--- src/rtl/mux_bus_seq_pkg.sv ---
package mux_bus_seq_pkg;

  typedef enum logic [2:0] {
    BK_MEM_RD = 3'd0,
    BK_MEM_WR = 3'd1,
    BK_IO_RD  = 3'd2,
    BK_IO_WR  = 3'd3,
    BK_INTA   = 3'd4
  } bus_kind_e;

  typedef enum logic [2:0] {
    PH_IDLE = 3'd0,
    PH_T1   = 3'd1,
    PH_T2   = 3'd2,
    PH_T3   = 3'd3,
    PH_TW   = 3'd4,
    PH_T4   = 3'd5
  } phase_e;

  function automatic logic kind_is_write(input logic [2:0] k);
    return (k == BK_MEM_WR) || (k == BK_IO_WR);
  endfunction

  function automatic logic kind_is_mem(input logic [2:0] k);
    return (k == BK_MEM_RD) || (k == BK_MEM_WR);
  endfunction

  function automatic logic kind_is_inta(input logic [2:0] k);
    return k == BK_INTA;
  endfunction

endpackage

--- src/rtl/bus_seq_fsm.sv ---
module bus_seq_fsm
  import mux_bus_seq_pkg::*;
(
  input  logic   clk,
  input  logic   rst_n,
  input  logic   start,
  input  logic   bus_ready,
  output phase_e phase,
  output logic   capture
);

  phase_e phase_d;

  assign capture = ((phase == PH_T3) || (phase == PH_TW)) && bus_ready;

  always_comb begin
    phase_d = phase;
    case (phase)
      PH_IDLE: if (start) phase_d = PH_T1;
      PH_T1:   phase_d = PH_T2;
      PH_T2:   phase_d = PH_T3;
      PH_T3,
      PH_TW:   phase_d = bus_ready ? PH_T4 : PH_TW;
      PH_T4:   phase_d = PH_IDLE;
      default: phase_d = PH_IDLE;
    endcase
  end

  always_ff @(posedge clk) begin
    if (!rst_n) phase <= PH_IDLE;
    else        phase <= phase_d;
  end


  wait_hold_chk: assert property (@(posedge clk) disable iff (!rst_n)
    ((phase == PH_T3) || (phase == PH_TW)) && !bus_ready |=> phase == PH_TW);


  t4_idle_chk: assert property (@(posedge clk) disable iff (!rst_n)
    phase == PH_T4 |=> phase == PH_IDLE);


  start_t1_chk: assert property (@(posedge clk) disable iff (!rst_n)
    start |=> phase == PH_T1);

endmodule

--- src/rtl/bus_seq_req.sv ---
module bus_seq_req
  import mux_bus_seq_pkg::*;
#(
  parameter int ADDR_W = 20,
  parameter int DATA_W = 16,
  localparam int HI_W  = ADDR_W - DATA_W
)(
  input  logic              clk,
  input  logic              rst_n,
  input  logic              start,
  input  logic              capture,
  input  logic [2:0]        in_kind,
  input  logic [ADDR_W-1:0] in_addr,
  input  logic [1:0]        in_lanes,
  input  logic [DATA_W-1:0] in_wdata,
  input  logic [DATA_W-1:0] ad_in,
  input  logic              rsp_ready,
  output logic [2:0]        kind,
  output logic [DATA_W-1:0] addr_lo,
  output logic [HI_W-1:0]   a_hi,
  output logic              lower_n,
  output logic [DATA_W-1:0] wdata,
  output logic              m_io,
  output logic              dt_r,
  output logic              bhe_n,
  output logic              rsp_valid,
  output logic [DATA_W-1:0] rsp_data
);

  always_ff @(posedge clk) begin
    if (!rst_n) begin
      kind    <= BK_IO_RD;
      addr_lo <= '0;
      a_hi    <= '0;
      lower_n <= 1'b1;
      wdata   <= '0;
      m_io    <= 1'b0;
      dt_r    <= 1'b0;
      bhe_n   <= 1'b1;
    end else if (start) begin
      kind    <= in_kind;
      addr_lo <= in_addr[DATA_W-1:0];
      a_hi    <= in_addr[ADDR_W-1:DATA_W];
      lower_n <= ~in_lanes[0];
      wdata   <= in_wdata;
      m_io    <= kind_is_mem(in_kind);
      dt_r    <= kind_is_write(in_kind);
      bhe_n   <= ~in_lanes[1];
    end
  end

  always_ff @(posedge clk) begin
    if (!rst_n) begin
      rsp_valid <= 1'b0;
      rsp_data  <= '0;
    end else if (capture && !kind_is_write(kind)) begin
      rsp_valid <= 1'b1;
      rsp_data  <= ad_in;
    end else if (rsp_ready) begin
      rsp_valid <= 1'b0;
    end
  end


  rsp_hold_chk: assert property (@(posedge clk) disable iff (!rst_n)
    rsp_valid && !rsp_ready |=> rsp_valid && $stable(rsp_data));

endmodule

--- src/rtl/bus_seq_drive.sv ---
module bus_seq_drive
  import mux_bus_seq_pkg::*;
#(
  parameter int DATA_W = 16
)(
  input  logic              clk,
  input  logic              rst_n,
  input  phase_e            phase,
  input  logic [2:0]        kind,
  input  logic [DATA_W-1:0] addr_lo,
  input  logic              lower_n,
  input  logic [DATA_W-1:0] wdata,
  output logic              ale,
  output logic              rd_n,
  output logic              wr_n,
  output logic              inta_n,
  output logic              den_n,
  output logic              ad_oe,
  output logic [DATA_W-1:0] ad_out
);

  logic strobe_ph, is_wr, is_ia;

  assign strobe_ph = (phase == PH_T2) || (phase == PH_T3) || (phase == PH_TW);
  assign is_wr     = kind_is_write(kind);
  assign is_ia     = kind_is_inta(kind);

  assign ale    = (phase == PH_T1);
  assign rd_n   = !(strobe_ph && !is_wr && !is_ia);
  assign wr_n   = !(strobe_ph && is_wr);
  assign inta_n = !(strobe_ph && is_ia);
  assign den_n  = !(strobe_ph || (phase == PH_T4 && is_wr));
  assign ad_oe  = !is_ia &&
                  ((phase == PH_T1) || (is_wr && (strobe_ph || phase == PH_T4)));
  assign ad_out = (phase == PH_T1) ? {addr_lo[DATA_W-1:1], lower_n} : wdata;


  ale_pulse_chk: assert property (@(posedge clk) disable iff (!rst_n)
    ale |=> !ale);


  strobe_excl_chk: assert property (@(posedge clk) disable iff (!rst_n)
    $countones({!rd_n, !wr_n, !inta_n, ale}) <= 1);


  inta_float_chk: assert property (@(posedge clk) disable iff (!rst_n)
    !inta_n |-> !ad_oe);

endmodule

--- src/rtl/mux_bus_seq.sv ---
module mux_bus_seq
  import mux_bus_seq_pkg::*;
#(
  parameter int ADDR_W = 20,
  parameter int DATA_W = 16,
  localparam int HI_W  = ADDR_W - DATA_W
)(
  input  logic              clk,
  input  logic              rst_n,
  input  logic              req_valid,
  output logic              req_ready,
  input  logic [2:0]        req_kind,
  input  logic [ADDR_W-1:0] req_addr,
  input  logic [1:0]        req_lanes,
  input  logic [DATA_W-1:0] req_wdata,
  output logic              rsp_valid,
  input  logic              rsp_ready,
  output logic [DATA_W-1:0] rsp_data,
  input  logic              yield_bus,
  input  logic              bus_ready,
  input  logic [DATA_W-1:0] ad_in,
  output logic [DATA_W-1:0] ad_out,
  output logic              ad_oe,
  output logic [HI_W-1:0]   a_hi,
  output logic              ale,
  output logic              rd_n,
  output logic              wr_n,
  output logic              inta_n,
  output logic              m_io,
  output logic              dt_r,
  output logic              den_n,
  output logic              bhe_n
);

  phase_e            phase;
  logic              capture, start, lower_n;
  logic [2:0]        kind;
  logic [DATA_W-1:0] addr_lo, wdata;

  assign req_ready = (phase == PH_IDLE) && !rsp_valid && !yield_bus;
  assign start     = req_valid && req_ready;

  bus_seq_fsm u_fsm (
    .clk(clk), .rst_n(rst_n), .start(start), .bus_ready(bus_ready),
    .phase(phase), .capture(capture)
  );

  bus_seq_req #(.ADDR_W(ADDR_W), .DATA_W(DATA_W)) u_req (
    .clk(clk), .rst_n(rst_n), .start(start), .capture(capture),
    .in_kind(req_kind), .in_addr(req_addr), .in_lanes(req_lanes),
    .in_wdata(req_wdata), .ad_in(ad_in), .rsp_ready(rsp_ready),
    .kind(kind), .addr_lo(addr_lo), .a_hi(a_hi), .lower_n(lower_n),
    .wdata(wdata), .m_io(m_io), .dt_r(dt_r), .bhe_n(bhe_n),
    .rsp_valid(rsp_valid), .rsp_data(rsp_data)
  );

  bus_seq_drive #(.DATA_W(DATA_W)) u_drv (
    .clk(clk), .rst_n(rst_n), .phase(phase), .kind(kind),
    .addr_lo(addr_lo), .lower_n(lower_n), .wdata(wdata),
    .ale(ale), .rd_n(rd_n), .wr_n(wr_n), .inta_n(inta_n),
    .den_n(den_n), .ad_oe(ad_oe), .ad_out(ad_out)
  );


  yield_block_chk: assert property (@(posedge clk) disable iff (!rst_n)
    yield_bus |-> !req_ready);

endmodule

--- config.mk ---
export PLATFORM = sky130hd
export DESIGN_NAME = mux_bus_seq
export DESIGN_NICKNAME = d
export VERILOG_FILES = /design/src/rtl/mux_bus_seq_pkg.sv /design/src/rtl/bus_seq_fsm.sv /design/src/rtl/bus_seq_req.sv /design/src/rtl/bus_seq_drive.sv /design/src/rtl/mux_bus_seq.sv
export SDC_FILE = /design/constraint.sdc
export NUM_CORES = 1
export LEC_CHECK = 0
export BUFFER_PORTS_ARGS = -buffer_cell sky130_fd_sc_hd__buf_2
export CAP_MARGIN = 0
export CELL_PAD_IN_SITES_DETAIL_PLACEMENT = 1
export CELL_PAD_IN_SITES_GLOBAL_PLACEMENT = 1
export CORE_UTILIZATION = 32
export DETAILED_ROUTE_END_ITERATION = 10
export PLACE_DENSITY_LB_ADDON = 0.1
export SETUP_SLACK_MARGIN = 0.05
export SYNTH_ARGS = -nofsm -noshare
export SYNTH_HDL_FRONTEND = slang
export SYNTH_SLANG_ARGS = --single-unit
--- constraint.sdc ---
create_clock -name clk -period 1.4 [get_ports clk]
set_input_delay 0.07 -clock clk [delete_from_list [all_inputs] [get_ports clk]]
set_output_delay 0.07 -clock clk [all_outputs]
set_load 0.03 [all_outputs]
==> flow_summary.json <==
{
  "postPlaceCellArea_sq_um": 3601,
  "dr.pass1.iters": 4,
  "cts_max_level": 3,
  "yosysTopAreaCell": "dfxtp_1",
  "pin_count": 110,
  "clock-sinks": 62,
  "p_clk_frac": 0.302,
  "synth_top_area_share": 0.4336,
  "max_freq_ghz": 0.5641,
  "worstSetupPathType": "flip-flop to output pin",
  "p_int_mw": 4.012,
  "hold_viol": 0,
  "p_seq_frac": 0.344,
  "pwr-share-comb": 0.354,
  "cts_tree": "done",
  "cp_data_required_time_ns": 1.33,
  "clk_latency_ns": 0.34,
  "synth_area_sq_um": 2863,
  "total_power_mw": 5.760,
  "cts_buffer_depth": 2,
  "area.growth.synth_to_final_pct": 78.58,
  "io_buffers": 108,
  "fin_crit_ns": 1.773,
  "worst_slew_pin_slew_ns": 0.3140,
  "num_vias": 2933,
  "r2r-start": "u_fsm.phase[0]",
  "cp_common_cell": "buf_6",
  "drt_iter0_drc": 78,
  "drive_above_1_share": 0.4016,
  "drv_cap": 0,
  "finalClockSkew_ns": 0.008759,
  "synth_seq_cells": 62,
  "dp_hpwl_um": 5246,
  "fin_ws_ns": -0.3728,
  "post-route-period-util": 1.266,
  "fin_area_sq_um": 5112,
  "maxSlewViolCount": 0,
  "n_antenna_cell": 0,
  "dp_cells": 524,
  "core-area_sq_um": 8678,
  "rsz0062_at_grt": "yes",
  "num_rows": 34,
  "die_h_um": 96.59,
  "cts.reportedPaths.clkPinSlew_ns": 0.07,
  "routed_wl_um": 9983,
  "grt_usage": 0.2075,
  "ctsRootBufferMaster": "clkbuf_8",
  "power_switching_mw": 1.748,
  "violations": "setup timing",
  "yosys_most_used_dff": "dfxtp_1",
  "ys_seq_area_frac": 0.4336,
  "wl_per_cell_um": 16.08,
  "hold_start": "req_kind[2]",
  "syn_nets": 380,
  "p_leak_nw": 2.240,
  "synthArstFlopShare": 0,
  "synth_cells": 315,
  "crit_slowest_cell": "dfxtp_4",
  "swShare": 0.3035,
  "power_density_nw_per_um2": 1127,
  "detail_route.vias_per_cell": 4.723,
  "antenna_left": 0,
  "crit_arrival_ns": 1.70,
  "cp-startpoint": "u_fsm.phase[1]",
  "die-area_sq_um": 9329,
  "fin_util": 0.5891,
  "synth_area_leaders": "dfxtp_1 (43%), mux2i_1 (19%), nand2_1 (14%), mux2_2 (6.3%), buf_6 (2.4%)",
  "worstSetupStartpointType": "flip-flop",
  "syn_avg_cell_area_sq_um": 9.088,
  "grt_pass1_vias": 2924,
  "synth.distinct_cells": 36,
  "grt_pass1_wl_um": 14310,
  "ir_drop_v": 0.0004936,
  "post-place-ws_ns": -0.1933,
  "cp-end-kind": "output pin",
  "grt_max_degree": 61,
  "synthTopCellsByCount": "nand2_1 (109), dfxtp_1 (62), mux2i_1 (55)",
  "status": "finished, violations left",
  "crit_chain": "nor3b_4, buf_6, buf_16, mux2_4, buf_6",
  "drcViolationCount": 0,
  "place.gp.congestion": 0.7594,
  "antenna_found_initial": 0,
  "final_cells": 621,
  "cts_inserted_buffers": 9,
  "start_util": 0.3299,
  "synth_edf_count": 0,
  "die_x_um": 96.59,
  "slowest_delay_ns": 0.36,
  "finalSetupTns_ns": -15.18,
  "yosysMostFrequentCell": "nand2_1",
  "nets": 573,
  "hold_class": "primary input to flip-flop",
  "yosysWarnings": 0,
  "critPathMaxFanout": 5,
  "slew_headroom": 0.7884,
  "holdWs_ns": 0.01531,
  "setup_violations": 83,
  "grt_overflow_total": 0
}
## state kept, by name, indices dropped and copies added, names as in the netlist
register         flops
u_req.lower_n        1
u_req.addr_lo       15
u_req.rsp_data      16
u_req.dt_r           1
u_req.wdata         16
u_req.m_io           1
u_fsm.phase          3
u_req.kind           3
u_req.bhe_n          1
u_req.a_hi           4
u_req.rsp_valid      1
## power groups by stage
stage	combinational (mW)	sequential (mW)	clock, mW
global route	2.17	1.99	1.87
finish	2.04	1.98	1.74
floorplan	0.860	2.03	0
detailed placement	1.21	2.03	0
global placement	1.19	2.02	0
CTS	1.82	1.97	1.77
## cell type report
cell class	count	area, sq um
Sequential cell	62	1254
Clock buffer	10	127.6
Clock inverter	6	86.33
Multi-Input combinational cell	220	1618
Inverter	8	30.03
Fill cell	965	3566
Tap cell	108	135.1
Timing Repair Buffer	207	1862
## final timing paths
path | slack [ns] | end | cells after the start
max | -0.37 | ad_out[12] | 5
min | 0.02 | u_req.kind[2] | 3
max reg2reg | -0.19 | u_req.addr_lo[11] | 6
min reg2reg | 0.46 | u_req.rsp_data[14] | 2
## metal layers
layer	GRT usage	vias to the layer above	wire length, um
li1	-	1438	-
met4	0.06618	0	184
met5	0	-	0
met1	0.2376	1399	4098
met2	0.3709	83	5242
met3	0.05790	13	457
## timing repair
| item | CTS | global route |
|---|---|---|
| resized for setup | 86 | 20 |
| pin swaps | 8 | 6 |
| hold buffers | 53 | 1 |
| setup endpoints to repair | 84 | 84 |
| cloned | 6 | 3 |
| endpoints found under the hold margin | 53 | 1 |
| setup buffers | 13 | 7 |
## worst max-delay path, delay by kind of cell, from the launching register on
family        cells  cell delay, ns
buf+inv           3            0.44
flops             1            0.36
mux               1            0.31
simple gates      1            0.24
## cell usage in the layout (no fill, tap or decap), types with 2 or more instances in the layout
cell	Yosys	layout
buf_4	3	19
inv_1	8	7
a311oi_1	2	2
mux2_4	0	16
nor4_4	0	2
clkbuf_8	0	9
o21ai_2	0	3
o21ai_0	5	3
mux2i_1	55	53
dfxtp_1	62	58
nor2b_1	2	2
clkbuf_16	0	3
buf_2	3	84
nand2_1	109	109
dfxtp_4	0	3
dlygate4sd3_1	0	54
clkinv_2	0	2
buf_6	6	34
nor3b_4	1	2
nor2_1	4	4
buf_12	1	6
buf_16	0	6
ha_4	0	2
a31oi_1	4	3
o211ai_1	2	2
bufinv_16	0	2
## cells by family after synthesis
logic type	after synthesis	share of synthesized area
compound gates	19	0.04327
xor+xnor	1	0.003060
fa+ha+maj	2	0.008740
buf+inv	33	0.06993
flops	62	0.4336
mux	71	0.2552
simple gates	127	0.1862
Note: power is estimated with default switching activity, not from simulation.
